[src/rtl/fll_pkg.sv]
`timescale 1ns/1ps
package fll_pkg;
  localparam int MULT_W   = 18;
  localparam int DIV_W    = 13;
  localparam int TRIM_W   = 9;
  localparam int TOL_W    = 9;
  localparam int GAIN_W   = 4;
  localparam int SETTLE_W = 16;
  localparam int LIMIT_W  = 8;
  localparam int RANGE_W  = 3;
  localparam int FRAC_W   = 8;
  localparam int MAX_GAIN = 11;

  typedef enum logic [1:0] {ST_IDLE, ST_SETTLE, ST_MEASURE, ST_UPDATE} loopState_t;

  // strobes from control to datapath
  typedef struct packed {
    logic clear;
    logic winStart;
    logic measuring;
    logic doUpdate;
  } loopStrobe_t;
endpackage

[src/rtl/fll_edge_sampler.sv]
`timescale 1ns/1ps
module fll_edge_sampler #(
  parameter int SYNC_STAGES = 2
) (
  input  logic clk,
  input  logic rst_n,
  input  logic rawIn,
  output logic risePulse
);
  logic [SYNC_STAGES-1:0] syncQ;
  logic lastQ;

  generate
    for (genvar s = 0; s < SYNC_STAGES; s++) begin : g_stage
      always_ff @(posedge clk or negedge rst_n) begin
        if (!rst_n) syncQ[s] <= 1'b0;
        else if (s == 0) syncQ[s] <= rawIn;
        else syncQ[s] <= syncQ[(s == 0) ? 0 : s-1];
      end
    end
  endgenerate

  always_ff @(posedge clk or negedge rst_n) begin
    if (!rst_n) lastQ <= 1'b0;
    else lastQ <= syncQ[SYNC_STAGES-1];
  end

  assign risePulse = syncQ[SYNC_STAGES-1] & ~lastQ;
endmodule

[src/rtl/fll_loop_ctrl.sv]
`timescale 1ns/1ps
module fll_loop_ctrl
  import fll_pkg::*;
#(
  parameter int DIV_W    = 13,
  parameter int SETTLE_W = 16
) (
  input  logic                clk,
  input  logic                rst_n,
  input  logic                enable,
  input  logic                cfgLoad,
  input  logic                refTick,
  input  logic [DIV_W-1:0]    refDiv,
  input  logic [SETTLE_W-1:0] settleCount,
  input  logic                trimChanged,
  output loopStrobe_t         strobe,
  output logic                updStrobe
);
  loopState_t state;
  logic [SETTLE_W-1:0] settleCnt, settleTarget;
  logic [DIV_W-1:0]    divCnt, lastDiv;
  logic skipSettle, clearReq, settleDone;

  always_comb begin
    clearReq     = cfgLoad | ~enable;
    settleTarget = skipSettle ? '0 : settleCount;
    settleDone   = settleCnt >= settleTarget;
    lastDiv      = (refDiv == '0) ? '0 : refDiv - DIV_W'(1);
    strobe.clear     = clearReq;
    strobe.winStart  = !clearReq && (state == ST_SETTLE) && refTick && settleDone;
    strobe.measuring = !clearReq && (state == ST_MEASURE);
    strobe.doUpdate  = !clearReq && (state == ST_UPDATE);
  end

  always_ff @(posedge clk or negedge rst_n) begin
    if (!rst_n) begin
      state      <= ST_IDLE;
      settleCnt  <= '0;
      divCnt     <= '0;
      skipSettle <= 1'b0;
      updStrobe  <= 1'b0;
    end else begin
      updStrobe <= !clearReq && (state == ST_UPDATE);
      if (clearReq) begin
        state      <= ST_IDLE;
        settleCnt  <= '0;
        divCnt     <= '0;
        skipSettle <= 1'b0;
      end else begin
        case (state)
          ST_IDLE: begin
            state      <= ST_SETTLE;
            settleCnt  <= '0;
            skipSettle <= 1'b0;
          end
          ST_SETTLE: begin
            if (refTick) begin
              if (settleDone) begin
                state  <= ST_MEASURE;
                divCnt <= '0;
              end else begin
                settleCnt <= settleCnt + SETTLE_W'(1);
              end
            end
          end
          ST_MEASURE: begin
            if (refTick) begin
              if (divCnt == lastDiv) state <= ST_UPDATE;
              else divCnt <= divCnt + DIV_W'(1);
            end
          end
          default: begin
            state      <= ST_SETTLE;
            settleCnt  <= '0;
            skipSettle <= !trimChanged;
          end
        endcase
      end
    end
  end
endmodule

[src/rtl/fll_loop_datapath.sv]
`timescale 1ns/1ps
module fll_loop_datapath
  import fll_pkg::*;
#(
  parameter int MULT_W   = 18,
  parameter int TRIM_W   = 9,
  parameter int TOL_W    = 9,
  parameter int GAIN_W   = 4,
  parameter int LIMIT_W  = 8,
  parameter int FRAC_W   = 8,
  parameter int MAX_G    = 11
) (
  input  logic               clk,
  input  logic               rst_n,
  input  loopStrobe_t        strobe,
  input  logic               oscTick,
  input  logic [MULT_W-1:0]  multTarget,
  input  logic [TRIM_W-1:0]  initTrim,
  input  logic [TOL_W-1:0]   lockTol,
  input  logic [TOL_W-1:0]   updTol,
  input  logic [GAIN_W-1:0]  pGain,
  input  logic [GAIN_W-1:0]  iGain,
  input  logic [LIMIT_W-1:0] trimLimit,
  input  logic               openLoop,
  output logic [TRIM_W-1:0]  trimOut,
  output logic               locked,
  output logic               trimChanged
);
  localparam int CNT_W  = MULT_W + 1;
  localparam int ERR_W  = CNT_W + 1;
  localparam int ACC_W  = LIMIT_W + FRAC_W + 1;
  localparam int OFF_W  = LIMIT_W + 1;
  localparam int WIDE_W = ERR_W + MAX_G + 2;
  localparam logic signed [WIDE_W-1:0] TRIM_TOP = WIDE_W'((1 << TRIM_W) - 1);

  logic [CNT_W-1:0]         oscCount;
  logic signed [ACC_W-1:0]  acc;
  logic signed [OFF_W-1:0]  offset;
  logic signed [ERR_W-1:0]  err;
  logic [ERR_W-1:0]         absErr;
  logic [GAIN_W-1:0]        pSh, iSh;
  logic signed [WIDE_W-1:0] errW, accW, offW, initW, limW, accLim;
  logic signed [WIDE_W-1:0] accSum, accNext, piSum, offRaw, offNext;
  logic [TRIM_W-1:0]        newTrim;
  logic                     applyUpd;

  function automatic logic [TRIM_W-1:0] satTrim(input logic signed [WIDE_W-1:0] v);
    if (v < 0) return '0;
    else if (v > TRIM_TOP) return '1;
    else return v[TRIM_W-1:0];
  endfunction

  always_comb begin
    err    = $signed(ERR_W'(multTarget) - ERR_W'(oscCount));
    absErr = err[ERR_W-1] ? -err : err;
    pSh    = (pGain > GAIN_W'(MAX_G)) ? GAIN_W'(MAX_G) : pGain;
    iSh    = (iGain > GAIN_W'(MAX_G)) ? GAIN_W'(MAX_G) : iGain;
    errW   = {{(WIDE_W-ERR_W){err[ERR_W-1]}}, err};
    accW   = {{(WIDE_W-ACC_W){acc[ACC_W-1]}}, acc};
    offW   = {{(WIDE_W-OFF_W){offset[OFF_W-1]}}, offset};
    initW  = {{(WIDE_W-TRIM_W){1'b0}}, initTrim};
    limW   = {{(WIDE_W-LIMIT_W){1'b0}}, trimLimit};
    accLim = limW <<< FRAC_W;
    // integral path with anti-windup clamp
    accSum = accW + (errW <<< iSh);
    if (accSum > accLim) accNext = accLim;
    else if (accSum < -accLim) accNext = -accLim;
    else accNext = accSum;
    // proportional term added, fraction dropped by floor
    piSum  = accNext + (errW <<< pSh);
    offRaw = piSum >>> FRAC_W;
    if (offRaw > limW) offNext = limW;
    else if (offRaw < -limW) offNext = -limW;
    else offNext = offRaw;
    applyUpd    = !openLoop && (absErr > ERR_W'(updTol));
    trimOut     = satTrim(initW + offW);
    newTrim     = satTrim(initW + offNext);
    trimChanged = applyUpd && (newTrim != trimOut);
  end

  always_ff @(posedge clk or negedge rst_n) begin
    if (!rst_n) begin
      oscCount <= '0;
      acc      <= '0;
      offset   <= '0;
      locked   <= 1'b0;
    end else if (strobe.clear) begin
      oscCount <= '0;
      acc      <= '0;
      offset   <= '0;
      locked   <= 1'b0;
    end else begin
      if (strobe.winStart) oscCount <= '0;
      else if (strobe.measuring && oscTick && (oscCount != '1)) oscCount <= oscCount + CNT_W'(1);
      if (strobe.doUpdate) begin
        locked <= absErr <= ERR_W'(lockTol);
        if (applyUpd) begin
          acc    <= accNext[ACC_W-1:0];
          offset <= offNext[OFF_W-1:0];
        end
      end
    end
  end
endmodule

[src/rtl/fll_loop_top.sv]
`timescale 1ns/1ps
module fll_loop_top
  import fll_pkg::*;
#(
  parameter int MULT_W      = fll_pkg::MULT_W,
  parameter int DIV_W       = fll_pkg::DIV_W,
  parameter int TRIM_W      = fll_pkg::TRIM_W,
  parameter int TOL_W       = fll_pkg::TOL_W,
  parameter int GAIN_W      = fll_pkg::GAIN_W,
  parameter int SETTLE_W    = fll_pkg::SETTLE_W,
  parameter int LIMIT_W     = fll_pkg::LIMIT_W,
  parameter int RANGE_W     = fll_pkg::RANGE_W,
  parameter int FRAC_W      = fll_pkg::FRAC_W,
  parameter int SYNC_STAGES = 2
) (
  input  logic                clk,
  input  logic                rst_n,
  input  logic                enable,
  input  logic                cfgLoad,
  input  logic                refIn,
  input  logic                oscIn,
  input  logic [MULT_W-1:0]   multTarget,
  input  logic [DIV_W-1:0]    refDiv,
  input  logic [GAIN_W-1:0]   pGain,
  input  logic [GAIN_W-1:0]   iGain,
  input  logic [TOL_W-1:0]    lockTol,
  input  logic [TOL_W-1:0]    updTol,
  input  logic [SETTLE_W-1:0] settleCount,
  input  logic                openLoop,
  input  logic [TRIM_W-1:0]   initTrim,
  input  logic [RANGE_W-1:0]  rangeSel,
  input  logic [LIMIT_W-1:0]  trimLimit,
  output logic [TRIM_W-1:0]   trimOut,
  output logic [RANGE_W-1:0]  rangeOut,
  output logic                locked,
  output logic                updStrobe
);
  logic refTick, oscTick, trimChanged;
  loopStrobe_t strobe;

  fll_edge_sampler #(.SYNC_STAGES(SYNC_STAGES)) u_refSampler (
    .clk(clk), .rst_n(rst_n), .rawIn(refIn), .risePulse(refTick));

  fll_edge_sampler #(.SYNC_STAGES(SYNC_STAGES)) u_oscSampler (
    .clk(clk), .rst_n(rst_n), .rawIn(oscIn), .risePulse(oscTick));

  fll_loop_ctrl #(.DIV_W(DIV_W), .SETTLE_W(SETTLE_W)) u_ctrl (
    .clk(clk), .rst_n(rst_n), .enable(enable), .cfgLoad(cfgLoad),
    .refTick(refTick), .refDiv(refDiv), .settleCount(settleCount),
    .trimChanged(trimChanged), .strobe(strobe), .updStrobe(updStrobe));

  fll_loop_datapath #(
    .MULT_W(MULT_W), .TRIM_W(TRIM_W), .TOL_W(TOL_W), .GAIN_W(GAIN_W),
    .LIMIT_W(LIMIT_W), .FRAC_W(FRAC_W), .MAX_G(MAX_GAIN)
  ) u_data (
    .clk(clk), .rst_n(rst_n), .strobe(strobe), .oscTick(oscTick),
    .multTarget(multTarget), .initTrim(initTrim), .lockTol(lockTol),
    .updTol(updTol), .pGain(pGain), .iGain(iGain), .trimLimit(trimLimit),
    .openLoop(openLoop), .trimOut(trimOut), .locked(locked),
    .trimChanged(trimChanged));

  assign rangeOut = rangeSel;
endmodule

[config.mk]
export PLATFORM = sky130hd
export DESIGN_NAME = fll_loop_top
export DESIGN_NICKNAME = d
export VERILOG_FILES = /design/src/rtl/fll_pkg.sv /design/src/rtl/fll_edge_sampler.sv /design/src/rtl/fll_loop_ctrl.sv /design/src/rtl/fll_loop_datapath.sv /design/src/rtl/fll_loop_top.sv
export SDC_FILE = /design/constraint.sdc
export NUM_CORES = 1
export LEC_CHECK = 0
export BUFFER_PORTS_ARGS = -buffer_cell sky130_fd_sc_hd__buf_2
export CORE_MARGIN = 3
export CORE_UTILIZATION = 50
export CTS_CLUSTER_DIAMETER = 80
export DETAILED_ROUTE_END_ITERATION = 7
export PLACE_DENSITY = 0.72
export SLEW_MARGIN = 20
export SYNTH_ARGS = -nofsm -noshare
export SYNTH_HDL_FRONTEND = slang
export SYNTH_SLANG_ARGS = --single-unit
[constraint.sdc]
create_clock -name clk -period 21.5 [get_ports clk]
set_clock_uncertainty 0.1 [all_clocks]
set_input_delay 4.3 -clock clk [delete_from_list [all_inputs] [get_ports clk]]
set_output_delay 4.3 -clock clk [all_outputs]
set_load 0.02 [all_outputs]
* After elaboration in Yosys (flattened, before gate mapping) *
Index checks and enable logic that the tools add are counted.

storage, ports and cells
  output and inout bits = 14
  flip-flop bits (word level) = 85

operators by class
  bitwise logic cells = 6
  reduce and logical (&&, ||, !) cells = 23
  muxes and demuxes = 42
  shifts and indexed selects = 2
  add/subtract/negate cells = 12
  equality and inequality tests = 14
  $lt $le $gt $ge = 13

operators with widths
  cell                    number
  $mux W33                4
  $mux W13                6
  $gt A33 B10 Y1 const B  2
  $lt A33 B1 Y1 const B   2
  $sshl A20 B4 Y33        2
  $mux W16                4
  $mux W9                 7
  $mux W19                3
  $mux W17                3
  $add A10 B33 Y33        1
  $add A17 B33 Y33        1
  $add A33 B33 Y33        1
  $gt A33 B17 Y1          1
  $lt A25 B33 Y1          1
  $lt A33 B33 Y1          1
  $neg A16 Y33            1
  $neg A8 Y33             1
  $pmux W16 S2            1
  $pmux W13 S2            1
  $gt A25 B9 Y1           1
  $gt A20 B9 Y1           1
  $le A20 B9 Y1           1
  $mux W20                1
  $neg A20 Y20            1
  35 further kinds        64

* Logic depth before layout (Yosys ltp) *
  depth after elaboration = 20
  depth in mapped cells = 91

* Modules after synthesis *
From an unflattened synthesis, not the netlist that was laid out.

second synthesis, totals
  cell total of the unflattened synthesis = 2,422
  area total of the unflattened synthesis = 17,122.7 µm²

modules (own cells, without submodules)
  module             area each (µm²)  times used  cells an instance
  fll_loop_datapath  14,007.2         1           2,063
  fll_loop_ctrl      2,915.3          1           348
  fll_edge_sampler   88.8             2           4
  fll_loop_top       22.5             1           3

* Worst setup path after synthesis *
Ideal clock, no wire load.

  kind = input to register
  from = in multTarget[0]
  to = reg u_ctrl.skipSettle
  data arrival time = 19.351 ns
  library setup time = 0.067 ns
  buffers on the path = 9
  setup slack = 1.982 ns
  data required time = 21.333 ns
  stages on the path = 87
  cell sequence = inv_1 ha_1 fa_1 nor2b_1 o21ai_0 a21boi_0 o21ai_0 a21oi_1 o21ai_0 a21oi_1 o21a_1 o211a_1 o21ai_0 a21o_1 a211oi_1 nor2_1 a21oi_1 nand2_1 (+51 left out) a21o_1 a21oi_1 nor2b_1 o21ai_0 nand2b_1 a21o_1 a21o_1 a21o_1 a21oi_1 or3_1 nand3_1 o32ai_1 o211ai_2 buf_4 o21a_1 nor3_1 o2bb2ai_1 a32o_1

between the ends
  longest elaborated chain between the ends = 19
  elaborated cells on any way between the ends = 27
  classes of those cells = add/sub (5); order compare (7); eq/ne (1); shift (2); mux (9); reduce/logical (3)

RTL lines
  what                     RTL line                 text
  from (decl)              fll_loop_top.sv:22       input logic [MULT_W-1:0] multTarget,
  $sub A18 B19 Y20 (*)     fll_loop_datapath.sv:54  err = $signed(ERR_W'(multTarget) - ERR_W'(oscCount));
  $sshl A20 B4 Y33         fll_loop_datapath.sv:65  accSum = accW + (errW <<< iSh);
  $add A17 B33 Y33         fll_loop_datapath.sv:65
  $lt A33 B33 Y1           fll_loop_datapath.sv:67  else if (accSum < -accLim) accNext = -accLim;
  $mux W33                 fll_loop_datapath.sv:67
  $mux W33                 fll_loop_datapath.sv:66  if (accSum > accLim) accNext = accLim;
  $add A33 B33 Y33         fll_loop_datapath.sv:70  piSum = accNext + (errW <<< pSh);
  $lt A25 B33 Y1           fll_loop_datapath.sv:73  else if (offRaw < -limW) offNext = -limW;
  (+3 left out)            n/a
  $gt A33 B10 Y1           fll_loop_datapath.sv:49  else if (v > TRIM_TOP) return '1;
  $mux W9                  fll_loop_datapath.sv:49
  $mux W9                  fll_loop_datapath.sv:48  if (v < 0) return '0;
  $ne A9 B9 Y1             fll_loop_datapath.sv:78  trimChanged = applyUpd && (newTrim != trimOut);
  $logic_and A1 B1 Y1 (*)  fll_loop_datapath.sv:78
  $logic_not A1 Y1 (*)     fll_loop_ctrl.sv:75      skipSettle <= !trimChanged;
  $pmux W1 S2 (*)          fll_loop_ctrl.sv:50      case (state)
  $mux W1 (*)              fll_loop_ctrl.sv:44      if (clearReq) begin
  to (signal assigned)     fll_loop_ctrl.sv:75
  to (decl)                fll_loop_ctrl.sv:22      logic skipSettle, clearReq, settleDone;

Mark *: on every way between the ends. The rest lies on a longest branch, timed or not.
A chain may end at the register's enable or synchronous reset.

* Worst setup path in the final report *
Ends and elaborated chain as after synthesis.

==> impl_metrics.tcl <==
set metrics [dict create \
    cts_buffer_depth 2 \
    syn_nets 2652 \
    max_freq_ghz 0.0489 \
    clk_pin_slew_ns 0.08 \
    mappedNetlistArea_um2 16700 \
    routedWlPerCell_um 20.2 \
    tightest_slew_ns 0.981 \
    critPathRequiredTime_ns 21.66 \
    chipHeight_um 189 \
    clk_latency_ns 0.36 \
    dieWidth_um 189 \
    layout-drive-gt1-share 0.115 \
    most-common-layout-cells "nor2_1 (245), nand2_1 (222), ha_1 (214), a21oi_1 (209), o21ai_0 (151)" \
    io_buffers 107 \
    cp.arrival_ns 20.62 \
    yosysTopAreaCell "ha_1" \
    max_slew_margin 0.346 \
    antenna_cells 0 \
    nNetsFinal 2725 \
    cts_sinks 85 \
    stdcell_count 2849 \
    stdcell_area_um2 18400 \
    cp_slowest_cell "or4b_4" \
    netlist.area_leader.share 0.164 \
    dpl.cell_count 2817 \
    grt.total_usage 0.309 \
    synthCells 2329 \
    hp-class "reg2reg" \
    pwr_density_cell_nw_per_um2 52.4 \
    avgViaCountPerCell 6.44 \
    ant_nets 0 \
    path_common_cell "a21oi_1" \
    grt-ovfl-total 0 \
    hold_viol_final 0 \
    critPathKind "in2reg" \
    ys_ff_latch 85 \
    synth_cell_types 100 \
    drc 0 \
    report.final.slew_viol_count 0 \
    layout_commonest_cell "nor2_1" \
    cts_buffers 9 \
    wl_mm 57.4 \
    outcome "complete, no violations" \
    num_rows 66 \
    syn_to_final_growth_pct 10.1 \
    seq_area_frac_synth 0.127 \
    drtIter0Drc 1866 \
    max_stage_delay_ns 0.59 \
    ios 114 \
    first_pass_iters 6 \
    synth_area_leaders "ha_1 (16%), dfrtp_1 (13%), a21oi_1 (6.5%)" \
    fin_crit_sh 0.952 \
    synth-edff-count 0 \
    grt_pass1_vias 17100 \
    p_leak_uw 0.00879 \
    end_kind "register" \
    yosysWarnings 0 \
    setup_viol 0 \
    core_um2 32800 \
    power.total_uw 965 \
    place_hpwl_mm 45.9 \
    placed_area_um2 17700 \
    cts_tree "yes" \
    syn_area_per_cell_um2 7.18 \
    min_period_ns 20.46 \
    maxCapViolCount 0 \
    max-vdd-ir-drop_uv 39.2 \
    timing.hold.ws_ns 0.255 \
    start_kind "input pin" \
    gp_congestion 0.994 \
    vias 18300 \
    synthFlopType "dfrtp_1" \
    timing.setup.tns_ns 0 \
    grt_pass1_wl_mm 90.3 \
    grt_max_degree 74 \
    die_area_um2 35700 \
    async_flop_share 1.00 \
    cp_max_fo 15 \
    antenna_found_initial 0 \
    h-tree-depth 3 \
    root_buffer "clkbuf_16" \
    start_util 0.510 \
]
[cell families after synthesis]
| group | count (synthesis) | share of synthesized area |
|---|---|---|
| xor gates and xnor gates | 117 | 0.0630 |
| AOI/OAI and AO/OA | 779 | 0.308 |
| muxes | 51 | 0.0308 |
| buffers and inverters | 217 | 0.0507 |
| DFF | 85 | 0.127 |
| and+or+nand+nor | 857 | 0.251 |
| adders and majority gates | 223 | 0.169 |
[flip-flops by register name (all words and copies together) (netlist names), 2 cells and up]
register / cells
u_data.acc: 17
u_data.offset: 9
u_ctrl.divCnt: 13
u_data.oscCount: 19
u_refSampler.syncQ: 2
u_ctrl.state: 2
u_ctrl.settleCnt: 16
u_oscSampler.syncQ: 2
[path summary, 6_finish.rpt]
kind / start / slack (ns) / cells past startpoint / to
max: multTarget[0] / 1.04 / 80 / u_ctrl.skipSettle
min: u_refSampler.syncQ[0] / 0.26 / 0 / u_refSampler.syncQ[1]
max reg2reg: u_data.oscCount[0] / 4.64 / 78 / u_ctrl.skipSettle
min reg2reg: u_refSampler.syncQ[0] / 0.26 / 0 / u_refSampler.syncQ[1]
max in group asynchronous: rst_n / 16.41 / 2 / u_ctrl.divCnt[6]
min in group asynchronous: rst_n / 3.69 / 1 / u_data.oscCount[6]
[metrics by stage]
step | worst slack (ns) | util
after global routing | -0.0981 | 0.562
after global placement | -0.624 | 0.541
after detailed placement | -0.819 | 0.541
final | 1.04 | 0.562
after floorplan | 1.98 | -
after CTS | 0.0163 | 0.551
[where the power goes]
part,total [uW],internal (uW),leakage [uW],switching [uW]
combinational,632,234,0.00746,398
clock,171,93.3,0.000152,78.0
sequential,162,161,0.00117,1.09
total,965,489,0.00879,477
[cells in the mapped netlist, types with 15 or more instances]
master	instances
inv_1	115
nor2b_1	30
and3_1	30
o211ai_1	27
a21oi_1	216
xnor2_1	68
o31ai_1	26
a21o_1	102
nand4_1	46
dfrtp_1	85
a32o_1	23
nand2b_1	35
nor3_1	62
nor2_1	247
a21boi_0	16
nand2_1	224
xor2_1	46
nand3_1	55
o21ai_0	155
mux2i_1	47
o21a_1	32
or3_1	28
a211oi_1	25
clkbuf_1	84
and2_1	15
ha_1	219
[layer usage]
metal | wire length (um) | vias up | GRT usage
met5 | 0 | - | 0
li1 | - | 8756 | -
met2 | 26300 | 807 | 0.513
met1 | 24500 | 8615 | 0.407
met4 | 2750 | 0 | 0.136
met3 | 3940 | 162 | 0.0328
[worst max-delay path: cells and delay by family]
| family | cells | cell delay [ns] |
|---|---|---|
| AOI/OAI and AO/OA | 33 | 6.40 |
| xor gates and xnor gates | 2 | 0.38 |
| adders and majority gates | 8 | 2.53 |
| buffers and inverters | 4 | 0.48 |
| muxes | 2 | 0.41 |
| and+or+nand+nor | 31 | 6.05 |
[repair_timing]
| item | CTS | global route |
|---|---|---|
| setup buffers | 0 | 15 |
| cloned | 0 | 1 |
| pin swaps | 0 | 8 |
| hold buffers | 0 | 0 |
| setup endpoints to repair | 1 | 1 |
| gates resized for setup | 5 | 56 |
[area by class of cell]
class / instances / area (um2)
clock buffer: 9 / 225
clock inverter: 7 / 88.8
fill: 3148 / 14400
inverter: 116 / 435
multi-input combinational: 2028 / 14000
sequential: 85 / 2130
tap: 442 / 553
timing repair buffer: 162 / 963
Note: power is estimated with default switching activity, not from simulation.
